`config.mk`:
```
export PLATFORM = sky130hd
export DESIGN_NAME = stoch_neuron
export DESIGN_NICKNAME = d
export VERILOG_FILES = /design/src/rtl/sn_pkg.sv /design/src/rtl/sn_lfsr.sv /design/src/rtl/sn_potential.sv /design/src/rtl/sn_cfg_regs.sv /design/src/rtl/sn_router.sv /design/src/rtl/stoch_neuron.sv
export SDC_FILE = /design/constraint.sdc
export NUM_CORES = 1
export LEC_CHECK = 0
export BUFFER_PORTS_ARGS = -buffer_cell sky130_fd_sc_hd__buf_4
export CORE_ASPECT_RATIO = 0.7
export CORE_UTILIZATION = 30
export CTS_CLUSTER_DIAMETER = 200
export DETAILED_ROUTE_END_ITERATION = 12
export PLACE_DENSITY = 0.54
export SLEW_MARGIN = 20
export SYNTH_ARGS = -nofsm -noshare
export SYNTH_HDL_FRONTEND = slang
export SYNTH_HIERARCHICAL = 1
export SYNTH_SLANG_ARGS = --single-unit
```
`constraint.sdc`:
```
create_clock -name clk -period 3.87 [get_ports clk]
set_clock_uncertainty 0.1 [all_clocks]
set_input_delay 0.1935 -clock clk [delete_from_list [all_inputs] [get_ports clk]]
set_output_delay 0.1935 -clock clk [all_outputs]
set_load 0.01 [all_outputs]
```
`src/rtl/sn_pkg.sv`:
```
// Package: shared helpers for the stochastic neuron.
// Provides the Galois feedback masks of maximal-length LFSRs for the
// supported random widths. Assumes callers use one of 8, 16, 24 or 32.
package sn_pkg;

    // Return the right-shift Galois feedback mask for a maximal-length LFSR.
    function automatic logic [63:0] galois_taps(input int width);
        case (width)
            8:       galois_taps = 64'h0000_0000_0000_00B8;
            16:      galois_taps = 64'h0000_0000_0000_B400;
            24:      galois_taps = 64'h0000_0000_00E1_0000;
            32:      galois_taps = 64'h0000_0000_A300_0000;
            default: galois_taps = 64'h0000_0000_0000_B400;
        endcase
    endfunction

endpackage

```
`src/rtl/sn_lfsr.sv`:
```
// Module: sn_lfsr
// Free-running Galois LFSR, advancing one step per clock.
// Assumes SEED is nonzero and W is a width the package knows a
// maximal-length mask for; the state then never reaches zero.
module sn_lfsr #(
    parameter int          W    = 16,
    parameter logic [W-1:0] SEED = 'hACE1
) (
    input  logic         clk,
    input  logic         rst_n,
    output logic [W-1:0] value_o
);
    localparam logic [W-1:0] TAPS = W'(sn_pkg::galois_taps(W));

    logic [W-1:0] state_q;
    logic [W-1:0] state_d;

    // Next state: shift right, fold the feedback mask in when bit 0 is set.
    always_comb begin
        state_d = {1'b0, state_q[W-1:1]};
        if (state_q[0]) begin
            state_d = state_d ^ TAPS;
        end
    end

    // State register, loaded with the seed on reset.
    always_ff @(posedge clk) begin
        if (!rst_n) begin
            state_q <= SEED;
        end else begin
            state_q <= state_d;
        end
    end

    assign value_o = state_q;

endmodule

```
`src/rtl/sn_potential.sv`:
```
// Module: sn_potential
// Saturating potential counter. One excitatory step up, one inhibitory
// step down and one firing step down may all occur in the same cycle;
// their net effect is applied and clamped to [0, 2^POT_W-1].
// Assumes fire_i is only raised while the count is nonzero.
module sn_potential #(
    parameter int POT_W = 8
) (
    input  logic             clk,
    input  logic             rst_n,
    input  logic             inc_i,
    input  logic             dec_i,
    input  logic             fire_i,
    output logic [POT_W-1:0] count_o
);
    localparam int               EXT_W   = POT_W + 1;
    localparam logic [EXT_W-1:0] POT_MAX = EXT_W'((1 << POT_W) - 1);

    logic [POT_W-1:0] count_q;
    logic [POT_W-1:0] count_d;
    logic [EXT_W-1:0] raised;
    logic [EXT_W-1:0] lowered;
    logic [1:0]       drop;

    // Combine this cycle's arrivals and firing, then clamp both ends.
    always_comb begin
        drop    = 2'(dec_i) + 2'(fire_i);
        raised  = {1'b0, count_q} + EXT_W'(inc_i);
        lowered = '0;
        if (raised < EXT_W'(drop)) begin
            count_d = '0;
        end else begin
            lowered = raised - EXT_W'(drop);
            if (lowered > POT_MAX) begin
                count_d = POT_MAX[POT_W-1:0];
            end else begin
                count_d = lowered[POT_W-1:0];
            end
        end
    end

    // Potential register, cleared on reset.
    always_ff @(posedge clk) begin
        if (!rst_n) begin
            count_q <= '0;
        end else begin
            count_q <= count_d;
        end
    end

    assign count_o = count_q;

endmodule

```
`src/rtl/sn_cfg_regs.sv`:
```
// Module: sn_cfg_regs
// Holds the firing rate and the N_OUT-1 cumulative routing thresholds.
// Address 0 selects the rate, address k+1 selects threshold C_k.
// Writes land at the clock edge and are visible from the next cycle.
// Assumes N_OUT >= 2.
module sn_cfg_regs #(
    parameter int N_OUT  = 4,
    parameter int RAND_W = 16,
    parameter int CFG_AW = 2
) (
    input  logic                             clk,
    input  logic                             rst_n,
    input  logic                             we_i,
    input  logic [CFG_AW-1:0]                addr_i,
    input  logic [RAND_W-1:0]                data_i,
    output logic [RAND_W-1:0]                rate_o,
    output logic [N_OUT-2:0][RAND_W-1:0]     cum_o
);
    logic [RAND_W-1:0] rate_q;

    // Rate register: zero on reset so nothing fires until programmed.
    always_ff @(posedge clk) begin
        if (!rst_n) begin
            rate_q <= '0;
        end else if (we_i && (addr_i == '0)) begin
            rate_q <= data_i;
        end
    end

    assign rate_o = rate_q;

    // One threshold register per selectable boundary between lines.
    for (genvar k = 0; k < N_OUT - 1; k++) begin : g_cum
        logic [RAND_W-1:0] cum_q;

        // Threshold C_k: all-ones on reset so every spike takes line 0.
        always_ff @(posedge clk) begin
            if (!rst_n) begin
                cum_q <= '1;
            end else if (we_i && (addr_i == CFG_AW'(k + 1))) begin
                cum_q <= data_i;
            end
        end

        assign cum_o[k] = cum_q;
    end

endmodule

```
`src/rtl/sn_router.sv`:
```
// Module: sn_router
// Picks the output line for a spike: line k is taken for the smallest k
// whose cumulative threshold is at or above the random value, the last
// line otherwise. The choice is registered as a one-cycle one-hot pulse.
// Assumes thresholds are meant to be non-decreasing; if not, the lowest
// matching line still wins, so the result stays one-hot.
module sn_router #(
    parameter int N_OUT  = 4,
    parameter int RAND_W = 16
) (
    input  logic                         clk,
    input  logic                         rst_n,
    input  logic                         fire_i,
    input  logic [RAND_W-1:0]            rand_i,
    input  logic [N_OUT-2:0][RAND_W-1:0] cum_i,
    output logic [N_OUT-1:0]             line_o
);
    logic [N_OUT-1:0] hit;
    logic [N_OUT-1:0] pick;
    logic [N_OUT-1:0] line_q;

    // Compare the random value against each boundary; last line always hits.
    for (genvar k = 0; k < N_OUT - 1; k++) begin : g_cmp
        assign hit[k] = (rand_i <= cum_i[k]);
    end
    assign hit[N_OUT-1] = 1'b1;

    // Keep only the lowest hit, isolated with a two's-complement mask.
    always_comb begin
        pick = hit & (~hit + N_OUT'(1));
    end

    // Output register: one-hot for one cycle when firing, zero otherwise.
    always_ff @(posedge clk) begin
        if (!rst_n) begin
            line_q <= '0;
        end else if (fire_i) begin
            line_q <= pick;
        end else begin
            line_q <= '0;
        end
    end

    assign line_o = line_q;

endmodule

```
`src/rtl/stoch_neuron.sv`:
```
// Module: stoch_neuron (top)
// One stochastic spiking neuron. Arrivals move a saturating potential;
// while it is above zero the neuron fires when a random value does not
// exceed the programmed rate, and each spike is steered to one output
// line chosen by a second random value and cumulative thresholds.
// Assumes exc_i/inh_i are single-cycle pulses synchronous to clk.
module stoch_neuron #(
    parameter int                N_OUT      = 4,
    parameter int                POT_W      = 8,
    parameter int                RAND_W     = 16,
    parameter logic [RAND_W-1:0] FIRE_SEED  = 'hACE1,
    parameter logic [RAND_W-1:0] ROUTE_SEED = 'h5A3C,
    localparam int               CFG_AW     = (N_OUT > 2) ? $clog2(N_OUT) : 1
) (
    input  logic              clk,
    input  logic              rst_n,
    input  logic              exc_i,
    input  logic              inh_i,
    input  logic              cfg_we_i,
    input  logic [CFG_AW-1:0] cfg_addr_i,
    input  logic [RAND_W-1:0] cfg_data_i,
    output logic              spike_o,
    output logic [N_OUT-1:0]  line_o,
    output logic [POT_W-1:0]  potential_o
);
    logic [RAND_W-1:0]            fire_rand;
    logic [RAND_W-1:0]            route_rand;
    logic [RAND_W-1:0]            rate;
    logic [N_OUT-2:0][RAND_W-1:0] cum;
    logic [POT_W-1:0]             pot;
    logic                         fire_now;
    logic                         spike_q;

    sn_lfsr #(.W(RAND_W), .SEED(FIRE_SEED)) i_fire_lfsr (
        .clk     (clk),
        .rst_n   (rst_n),
        .value_o (fire_rand)
    );

    sn_lfsr #(.W(RAND_W), .SEED(ROUTE_SEED)) i_route_lfsr (
        .clk     (clk),
        .rst_n   (rst_n),
        .value_o (route_rand)
    );

    sn_cfg_regs #(.N_OUT(N_OUT), .RAND_W(RAND_W), .CFG_AW(CFG_AW)) i_cfg (
        .clk    (clk),
        .rst_n  (rst_n),
        .we_i   (cfg_we_i),
        .addr_i (cfg_addr_i),
        .data_i (cfg_data_i),
        .rate_o (rate),
        .cum_o  (cum)
    );

    // Firing decision: potential strictly positive and random within rate.
    always_comb begin
        fire_now = (pot != '0) && (fire_rand <= rate);
    end

    sn_potential #(.POT_W(POT_W)) i_pot (
        .clk     (clk),
        .rst_n   (rst_n),
        .inc_i   (exc_i),
        .dec_i   (inh_i),
        .fire_i  (fire_now),
        .count_o (pot)
    );

    sn_router #(.N_OUT(N_OUT), .RAND_W(RAND_W)) i_router (
        .clk    (clk),
        .rst_n  (rst_n),
        .fire_i (fire_now),
        .rand_i (route_rand),
        .cum_i  (cum),
        .line_o (line_o)
    );

    // Spike flag register, aligned with the routed line pulse.
    always_ff @(posedge clk) begin
        if (!rst_n) begin
            spike_q <= 1'b0;
        end else begin
            spike_q <= fire_now;
        end
    end

    assign spike_o     = spike_q;
    assign potential_o = pot;

endmodule

```
# ---- After elaboration in Yosys (flattened, before gate mapping)
# Index checks and enable logic that the tools add are counted.
# Widths: inputs -> output; s select.
dict set report word_totals {
  out_inout_bits 13
  regBits 109
  wordCells 41
  inputBits 23
}
dict set report classes {
  n_mux 3
  n_reduce_logical 10
  add_sub_neg 4
  eq_ne 3
  n_bitwise 5
  order_cmp 6
}
# op count
set ops {}
lappend ops {{$le 16x16->1} 4}
lappend ops {{$mux 16} 1}
lappend ops {{$mux 14} 1}
lappend ops {{$add 8x1->9} 1}
lappend ops {{$gt 9x8->1 const B} 1}
lappend ops {{$lt 9x2->1} 1}
lappend ops {{$sub 9x2->9} 1}
lappend ops {{$mux 8} 1}
lappend ops {{$not 3->4} 2}
lappend ops {{$reduce_bool 8->1} 1}
lappend ops {{$logic_and 1x1->1} 5}
lappend ops {{$add 4x1->4 const B} 1}
lappend ops {{$and 4x4->4} 1}
lappend ops {{$eq 2x2->1 const B} 2}
lappend ops {{$not 4->4} 1}
lappend ops {{$reduce_and 2->1} 2}
lappend ops {{$add 1x1->2} 1}
lappend ops {{$eq 2x1->1 const B} 1}
lappend ops {{$logic_not 2->1} 1}
lappend ops {{$reduce_or 2->1} 1}
lappend ops {{$not 1->1} 1}

# ---- Longest topological paths before layout
# Gate-level depths: netlist (run 1).
dict set report logic_depth {
  word_depth 6
  ltp_mapped 17
  ltp_nobuf 16
}

# ---- Cells and area by module
# Netlist (run 1), hierarchy kept.
# module seq_area_each_um2 cells_per_inst area_per_inst_um2 n_inst
set modules_own_cells {}
lappend modules_own_cells {sn_cfg_regs 1281.2 245 2595.0 1}
lappend modules_own_cells {sn_router 80.1 177 1335.0 1}
lappend modules_own_cells {sn_potential 160.2 85 820.8 1}
lappend modules_own_cells {{sn_lfsr at i_fire_lfsr} 320.3 49 550.5 1}
lappend modules_own_cells {{sn_lfsr at i_route_lfsr} 320.3 48 545.5 1}
lappend modules_own_cells {stoch_neuron 20.0 64 481.7 1}

# ---- Worst setup path after synthesis (run 1)
# No wires, ideal clock.
dict set report synth_timing {
  kind {register to register}
  start {register i_fire_lfsr.state_q[12] (netlist: i_fire_lfsr/value_o[12])}
  end {register i_pot.count_q[6] (netlist: i_pot/count_o[6])}
  arrival_time_ps 3246
  slack_ps 399
  stages_incl_launch_ff 17
  synth_period_minus_slack_ps 3471
  required_ps 3645
  path_buffers 1
  setup_ps 125
  cell_sequence {dfxtp_1 -> buf_4 -> ha_1 -> nand4_2 -> nor4_1 -> o21ai_0 -> nand4_1 -> nand2_1 -> ha_1 -> ha_1 -> inv_1 -> fa_1 -> or4_4 -> o31ai_4 -> o211a_4 -> o21ai_0 -> nor3b_2}
}
dict set report synth_between {
  elab_chain_cells 6
  elab_cells_between_ends 8
  classes_between {add/sub (2); order compare (3); mux (1); reduce/logical (2)}
}
# item line
set synth_lines {}
lappend synth_lines {{start: declaration} sn_lfsr.sv:15} ;# logic [W-1:0] state_q;
lappend synth_lines {{start signal: assignment} sn_lfsr.sv:31} ;# state_q <= state_d;
lappend synth_lines {{$le 16x16->1 (*)} stoch_neuron.sv:58} ;# fire_now = (pot != '0) && (fire_rand <= rate);
lappend synth_lines {{$logic_and 1x1->1 (*)} stoch_neuron.sv:58}
lappend synth_lines {{via fire_now} stoch_neuron.sv:31} ;# logic fire_now;
lappend synth_lines {{$add 1x1->2 (*)} sn_potential.sv:27} ;# drop = 2'(dec_i) + 2'(fire_i);
lappend synth_lines {{$sub 9x2->9} sn_potential.sv:33} ;# lowered = raised - EXT_W'(drop);
lappend synth_lines {{$gt 9x8->1} sn_potential.sv:34} ;# if (lowered > POT_MAX) begin
lappend synth_lines {{$mux 8} sn_potential.sv:34}
lappend synth_lines {{end signal: assignment} sn_potential.sv:47} ;# count_q <= count_d;
lappend synth_lines {{end: declaration} sn_potential.sv:19} ;# logic [POT_W-1:0] count_q;
# The timed path passes the listed nets; every way through them passes the cells marked *.
# A chain may end at the register's enable or synchronous reset.

# ---- Worst setup path in the final report (run 1)
dict set report layout_timing {
  start {register i_cfg.rate_q[13] (netlist: i_cfg/rate_o[13])}
  end {register i_pot.count_q[0] (netlist: i_pot/count_o[0])}
}
dict set report layout_between {
  elab_chain_cells 6
  elab_cells_between_ends 8
  classes_between {add/sub (2); order compare (3); mux (1); reduce/logical (2)}
}
# item line
set layout_lines {}
lappend layout_lines {{start: declaration} sn_cfg_regs.sv:19} ;# logic [RAND_W-1:0] rate_q;
lappend layout_lines {{start signal: assignment} sn_cfg_regs.sv:26} ;# rate_q <= data_i;
lappend layout_lines {{$le 16x16->1 (*)} stoch_neuron.sv:58}
lappend layout_lines {{$logic_and 1x1->1 (*)} stoch_neuron.sv:58}
lappend layout_lines {{via fire_now} stoch_neuron.sv:31}
lappend layout_lines {{$add 1x1->2 (*)} sn_potential.sv:27}
lappend layout_lines {{$sub 9x2->9} sn_potential.sv:33}
lappend layout_lines {{$gt 9x8->1} sn_potential.sv:34}
lappend layout_lines {{$mux 8} sn_potential.sv:34}
# Marks and branches as above.

==> results of run 1 <==
[area by class of cell]
class / count / area [um2]
fill: 2196 / 13600
multi-input combinational: 442 / 3560
sequential: 109 / 2180
timing repair buffer: 48 / 384
tap: 276 / 345
inverter: 69 / 259
clock buffer: 10 / 239
clock inverter: 6 / 77.6
[cell families after synthesis]
family	after synthesis	share of synthesized area
buf+inv	117	0.0992
compound gates	79	0.0935
simple gates	215	0.201
fa+ha+maj	70	0.140
xor+xnor	13	0.0192
flops	109	0.345
mux	65	0.103
[metal layers]
metal | track usage | wire length (um) | up-vias
met5 | 0 | 0 | -
met4 | 0.0326 | 115 | 0
met3 | 0.0264 | 523 | 8
met2 | 0.182 | 5210 | 62
met1 | 0.210 | 7830 | 1968
li1 | - | - | 2251
[placed cells by master (no fill, tap or decap), types with 4 or more instances in the layout]
master,n
nor2b_1,70
o21ai_0,8
dfxtp_1,109
nand2b_1,9
xor2_1,4
or2b_1,4
xnor2_1,8
ha_1,68
a21oi_1,33
nand2_1,54
a21o_1,7
nand4_1,11
inv_1,69
and2_1,16
nor2_1,9
buf_4,43
clkbuf_16,9
nand3_1,8
nor3_1,4
mux2i_1,65
[state kept, by name, indices dropped and copies added, names as in the netlist]
| name | cells |
|---|---|
| i_fire_lfsr/value_o | 16 |
| spike_o | 1 |
| i_cfg/rate_o | 16 |
| i_cfg/g_cum.cum_q | 48 |
| i_pot/count_o | 8 |
| i_route_lfsr/value_o | 16 |
| i_router/line_o | 4 |
[through the flow]
stage,setup TNS (ns),total power [mW]
finish,0,3.12
global route,-0.0192,3.30
CTS,0,3.13
detailed placement,0,2.13
global placement,0,2.13
floorplan,0,1.92
[where the power goes]
group / switching (mW) / leakage, nW / total, mW / internal [mW]
registers: 0.0614 / 0.896 / 1.27 / 1.20
logic: 0.472 / 2.35 / 0.860 / 0.388
clock network: 0.458 / 0.154 / 0.992 / 0.535
[critical path, delay by kind of cell (launching register included)]
family	cells	cell delay [ns]
flops	1	0.34
buf+inv	2	0.10
simple gates	5	1.20
fa+ha+maj	4	1.12
compound gates	4	0.66
[path summary, 6_finish.rpt]
path / from / endpoint / slack [ns] / depth (start not counted)
max reg2reg: i_cfg/rate_o[13]$_SDFFE_PN0P_ / i_pot/count_o[0]$_SDFF_PP0_ / 0.22 / 15
max: i_cfg/rate_o[13]$_SDFFE_PN0P_ / i_pot/count_o[0]$_SDFF_PP0_ / 0.22 / 15
min: cfg_data_i[10] / i_cfg/rate_o[10]$_SDFFE_PN0P_ / 0.009 / 3
min reg2reg: i_fire_lfsr/value_o[12]$_SDFF_PN0_ / i_fire_lfsr/value_o[11]$_SDFF_PN1_ / 0.35 / 1
[repair_timing]
action	in CTS	in global routing
resized for setup	0	7
buffers inserted	0	0
hold buffers	3	0
endpoints found under the setup margin	0	8
hold endpoints to repair	3	0
==> impl_metrics.env, run 1 <==
export IMPL_clockBufferDepth=2
export IMPL_core_rowCount=44
export IMPL_grt_pass1_vias=4114
export IMPL_wl_per_cell_um=14.3
export IMPL_fin_crit_ns=3.65
export IMPL_required_ns=4.00
export IMPL_crit_path_max_incr_delay_ns=0.44
export IMPL_async_flop_share=0
export IMPL_antenna_found_initial=0
export IMPL_fin_area_mm2=0.00705
export IMPL_synth_area_top_cells="dfxtp_1 (34%), ha_1 (14%), mux2i_1 (10%)"
export IMPL_start_util=0.306
export IMPL_synth_ff_type="dfxtp_1"
export IMPL_path_max_fanout=7
export IMPL_status="finished, final reports clean"
export IMPL_synth_cell_types=70
export IMPL_max_vdd_ir_drop_v=0.000175
export IMPL_hp_class="in -> reg"
export IMPL_path_class="reg -> reg"
export IMPL_cts_buffers=9
export IMPL_post_route_drc_count=0
export IMPL_fin_crit_sh=0.944
export IMPL_crit_chain="inv_1 > ha_1 > nand4_4 > or3_1 > nand4_1 > nand2_2 > ha_1 > ha_1 > inv_1 > fa_2 > or4_4 > o31ai_4 > a211oi_4 > a22oi_4 > a21oi_1"
export IMPL_drive_gt1_frac=0.135
export IMPL_fmax_mhz=274
export IMPL_die_height_um=124
export IMPL_setup_worst_path_end_class="flip-flop"
export IMPL_gp_congestion=0.811
export IMPL_port_buffers=35
export IMPL_place_ws_ns=0.159
export IMPL_timing_hold_ws_ns=0.00866
export IMPL_clkLatencyLatePin_ns=0.35
export IMPL_synth_common_cells="dfxtp_1 (109), nor2b_1 (70), ha_1 (69), inv_1 (69), mux2i_1 (65)"
export IMPL_synth_top_cell_area_share=0.345
export IMPL_drv_cap=0
export IMPL_place_area_mm2=0.00666
export IMPL_slew_viol_final=0
export IMPL_die_area_mm2=0.0217
export IMPL_crit_arrival_ns=3.78
export IMPL_root_buffer="clkbuf_16"
export IMPL_track_usage=0.134
export IMPL_vias_per_cell=4.47
export IMPL_cp_slowest_cell="or4_4"
export IMPL_tightest_slew_ns=0.695
export IMPL_num_vias=4289
export IMPL_syn_avg_cell_area_um2=9.47
export IMPL_htreeDepth=3
export IMPL_p_leak_nw=3.40
export IMPL_area_growth_pct=11.4
export IMPL_grt_first_pass_wirelength_um=22400
export IMPL_setup_viol=0
export IMPL_drtAntennaViolNets=0
export IMPL_yosysSeqAreaShare=0.345
export IMPL_cpMostUsedCell="ha_1"
export IMPL_instances_no_fill=960
export IMPL_coreArea_mm2=0.0207
export IMPL_setup_slack_ns=0.218
export IMPL_antenna_cells=0
export IMPL_clk_pin_slew_ns=0.08
export IMPL_place_inst=941
export IMPL_syn_area_mm2=0.00633
export IMPL_drt_pass1_iterations=4
export IMPL_slew_limit_headroom=0.536
export IMPL_die_x_um=176
export IMPL_synth_edf_count=0
export IMPL_ys_ff_latch=109
export IMPL_synthesis_nets=761
export IMPL_finalNetCount=772
export IMPL_cp_start_kind="flip-flop"
export IMPL_postLayoutCoreUtil=0.341
export IMPL_drt_total_wl_um=13700
export IMPL_overflow=0
export IMPL_synth_most_common_cell="dfxtp_1"
export IMPL_initialDrtViolationCount=224
export IMPL_ys_warn_count=6
export IMPL_cts_tree="yes"
export IMPL_clock_sinks=109
export IMPL_grt_max_degree=72
export IMPL_p_per_area_mw_per_mm2=442
export IMPL_synthCells=668
export IMPL_ioPinCount=36
export IMPL_synth_top_cell_by_area="dfxtp_1"
export IMPL_finalHoldViolations=0
export IMPL_place_hpwl_um=10100
No activity file was read; power rests on OpenSTA's default activity.
==> inputs of run 2 (changes only) <==
--- a/config.mk
+++ b/config.mk
@@ -7,6 +7,7 @@
 export LEC_CHECK = 0
 export BUFFER_PORTS_ARGS = -buffer_cell sky130_fd_sc_hd__buf_4
 export CORE_ASPECT_RATIO = 0.7
+export CORE_MARGIN = 8
 export CORE_UTILIZATION = 30
 export CTS_CLUSTER_DIAMETER = 200
 export DETAILED_ROUTE_END_ITERATION = 12
==> run 2 against run 1 <==
Against the previous run: setup slack worse by 0.084 ns; first-iteration DRC count down 9.8%; final area up 0.64%; core utilization up 0.22 points; maximum frequency down 2.2%; die area up 20%; global-route usage down 2.5 points; hold slack better by 0.0037 ns; register-to-register slack worse by 0.08 ns.
==> impl_metrics.env, run 2 (same netlist as run 1, synthesis figures left out) <==
export IMPL_cts_buffers=9
export IMPL_clockBufferDepth=2
export IMPL_slew_viol_final=0
export IMPL_tightest_slew_ns=0.673
export IMPL_crit_end="i_pot/count_o[2]$_SDFF_PP0_"
export IMPL_power_mw=3.16
export IMPL_largest_register="i_cfg/g_cum.cum_q"
export IMPL_rsz0062_at_grt="true"
export IMPL_die_area_mm2=0.0261
export IMPL_port_buffers=35
export IMPL_clock_sinks=109
export IMPL_required_ns=3.99
export IMPL_r2r_end="i_pot/count_o[2]$_SDFF_PP0_"
export IMPL_cp_start_kind="flip-flop"
export IMPL_clockPowerShare=0.318
export IMPL_p_leak_nw=3.41
export IMPL_p_int_mw=2.19
export IMPL_register_area_mm2=0.00218
export IMPL_crit_path_max_incr_delay_ns=0.44
export IMPL_setup_viol=0
export IMPL_place_hpwl_um=10600
export IMPL_cp_slowest_cell="or4_4"
export IMPL_core_rowCount=44
export IMPL_fmax_mhz=268
export IMPL_drv_cap=0
export IMPL_finalHoldViolations=0
export IMPL_num_vias=4358
export IMPL_initialDrtViolationCount=202
export IMPL_setup_worst_path_end_class="flip-flop"
export IMPL_hp_class="in -> reg"
export IMPL_max_vdd_ir_drop_v=0.000190
export IMPL_drtAntennaViolNets=0
export IMPL_clkLatencyLatePin_ns=0.35
export IMPL_drt_pass1_iterations=4
export IMPL_multi_input_area_mm2=0.00358
export IMPL_grt_max_degree=71
export IMPL_die_x_um=190
export IMPL_comb_power_share=0.282
export IMPL_p_per_area_mw_per_mm2=445
export IMPL_grt_met3_usage=0.0228
export IMPL_fin_crit_ns=3.74
export IMPL_start_util=0.306
export IMPL_path_class="reg -> reg"
export IMPL_track_usage=0.110
export IMPL_reg2reg_depth=17
export IMPL_finalNetCount=775
export IMPL_crit_arrival_ns=3.86
export IMPL_path_max_fanout=7
export IMPL_antenna_found_initial=0
export IMPL_wl_per_cell_um=14.4
export IMPL_r2r_start="i_cfg/rate_o[5]$_SDFFE_PN0P_"
export IMPL_grt_first_pass_wirelength_um=22900
export IMPL_overflow=0
export IMPL_fillers=2169
export IMPL_top_usage_layer="met1"
export IMPL_root_buffer="clkbuf_16"
export IMPL_r2r_slack_ns=0.13
export IMPL_clk_pin_slew_ns=0.07
export IMPL_gr_usage_met2=0.154
export IMPL_htreeDepth=3
export IMPL_place_ws_ns=0.0868
export IMPL_postLayoutCoreUtil=0.343
export IMPL_switchingPower_uw=970
export IMPL_slew_limit_headroom=0.551
export IMPL_die_height_um=138
export IMPL_seqPwrFrac=0.399
export IMPL_cts_tree="yes"
export IMPL_antenna_cells=0
export IMPL_swShare=0.308
export IMPL_final_common_cell="dfxtp_1"
export IMPL_drive_gt1_frac=0.146
export IMPL_ioPinCount=36
export IMPL_crit_chain="inv_1 > ha_1 > nand4_1 > nor4_4 > o21ai_1 > nand4_1 > nand2_2 > ha_1 > ha_2 > inv_1 > fa_2 > or4_4 > o31ai_4 > buf_6 > a211oi_4 > a22oi_4 > a21oi_1"
export IMPL_fin_crit_sh=0.965
export IMPL_status="finished, final reports clean"
export IMPL_startpoint="i_cfg/rate_o[5]$_SDFFE_PN0P_"
export IMPL_area_growth_pct=12.1
export IMPL_timing_hold_ws_ns=0.0124
export IMPL_use_met1=0.165
export IMPL_post_route_drc_count=0
export IMPL_setup_slack_ns=0.134
export IMPL_largest_reg_flops=48
export IMPL_gp_congestion=0.799
export IMPL_final_cell_mix="dfxtp_1 (107), nor2b_1 (70), inv_1 (69)"
export IMPL_coreArea_mm2=0.0207
export IMPL_grt_pass1_vias=4363
export IMPL_drt_total_wl_um=13900
export IMPL_vias_per_cell=4.53
[run 2: cell types whose count changed in the layout (fill, tap and decap cells not counted), sizes merged]
cell | before | now
buf | 45 | 47
bufinv | 1 | 2
dlygate4sd3 | 3 | 4
clkinv | 0 | 1
inv | 73 | 71
clkbuf | 10 | 9
clkinvlp | 1 | 2
[run 2: worst min-delay path by stage]
stage,startpoint,to,slack [ns],cells after the start
3_5_place_dp,i_fire_lfsr/value_o[12]$_SDFF_PN0_,i_fire_lfsr/value_o[11]$_SDFF_PN1_,0.34,1
4_1_cts,cfg_data_i[4],i_cfg/rate_o[4]$_SDFFE_PN0P_,0.0005,3
2_1_floorplan,rst_n,i_fire_lfsr/value_o[0]$_SDFF_PN1_,0.17,1
3_3_place_gp,i_fire_lfsr/value_o[12]$_SDFF_PN0_,i_fire_lfsr/value_o[11]$_SDFF_PN1_,0.33,1
6_report,cfg_data_i[10],i_cfg/rate_o[10]$_SDFFE_PN0P_,0.01,3
5_1_grt,cfg_data_i[2],i_cfg/rate_o[2]$_SDFFE_PN0P_,0.003,3
[run 2: worst max-delay path, delay by kind of cell, from the launching register on]
family	cells	cell delay [ns]
AND/OR/NAND/NOR	5	1.19
AO/OA/AOI/OAI	5	0.66
flip-flops	1	0.33
buffers and inverters	3	0.25
adder cells (fa/ha/maj)	4	1.08
[run 2: final cells by class]
cell class	instances	area share
inverter	69	0.0365
multi-input combinational	442	0.504
tap	276	0.0487
timing repair buffer	51	0.0577
clock buffer	9	0.0317
sequential	109	0.308
clock inverter	7	0.0138
[run 2: power by group through the flow]
stage | clock [mW] | combinational, mW | sequential [mW]
final | 1.00 | 0.891 | 1.26
after global routing | 1.08 | 0.987 | 1.27
after CTS | 1.04 | 0.868 | 1.26
after detailed placement | 0 | 0.861 | 1.29
after global placement | 0 | 0.857 | 1.28
after floorplan | 0 | 0.622 | 1.30
[run 2: what timing repair did]
action                                  4_1_cts  5_1_grt
resized for setup                             0       12
hold endpoints to repair                      4        0
endpoints found under the setup margin        0        8
buffers inserted                              0        2
hold buffers                                  4        0
[run 2: metrics by stage]
step | TNS, ns | area, um2 | std cells
6_report | 0 | 7100 | 963
5_1_grt | -0.268 | 7100 | 963
4_1_cts | 0 | 7020 | 961
3_5_place_dp | 0 | 6660 | 941
3_3_place_gp | 0 | 6660 | 941
2_1_floorplan | 0 | 6330 | 668
[run 2: metal layers]
metal | part of all wire | routed length [um]
met1 | 0.56 | 7830
met2 | 0.39 | 5440
met3 | 0.038 | 532
met4 | 0.0071 | 99
met5 | 0 | 0
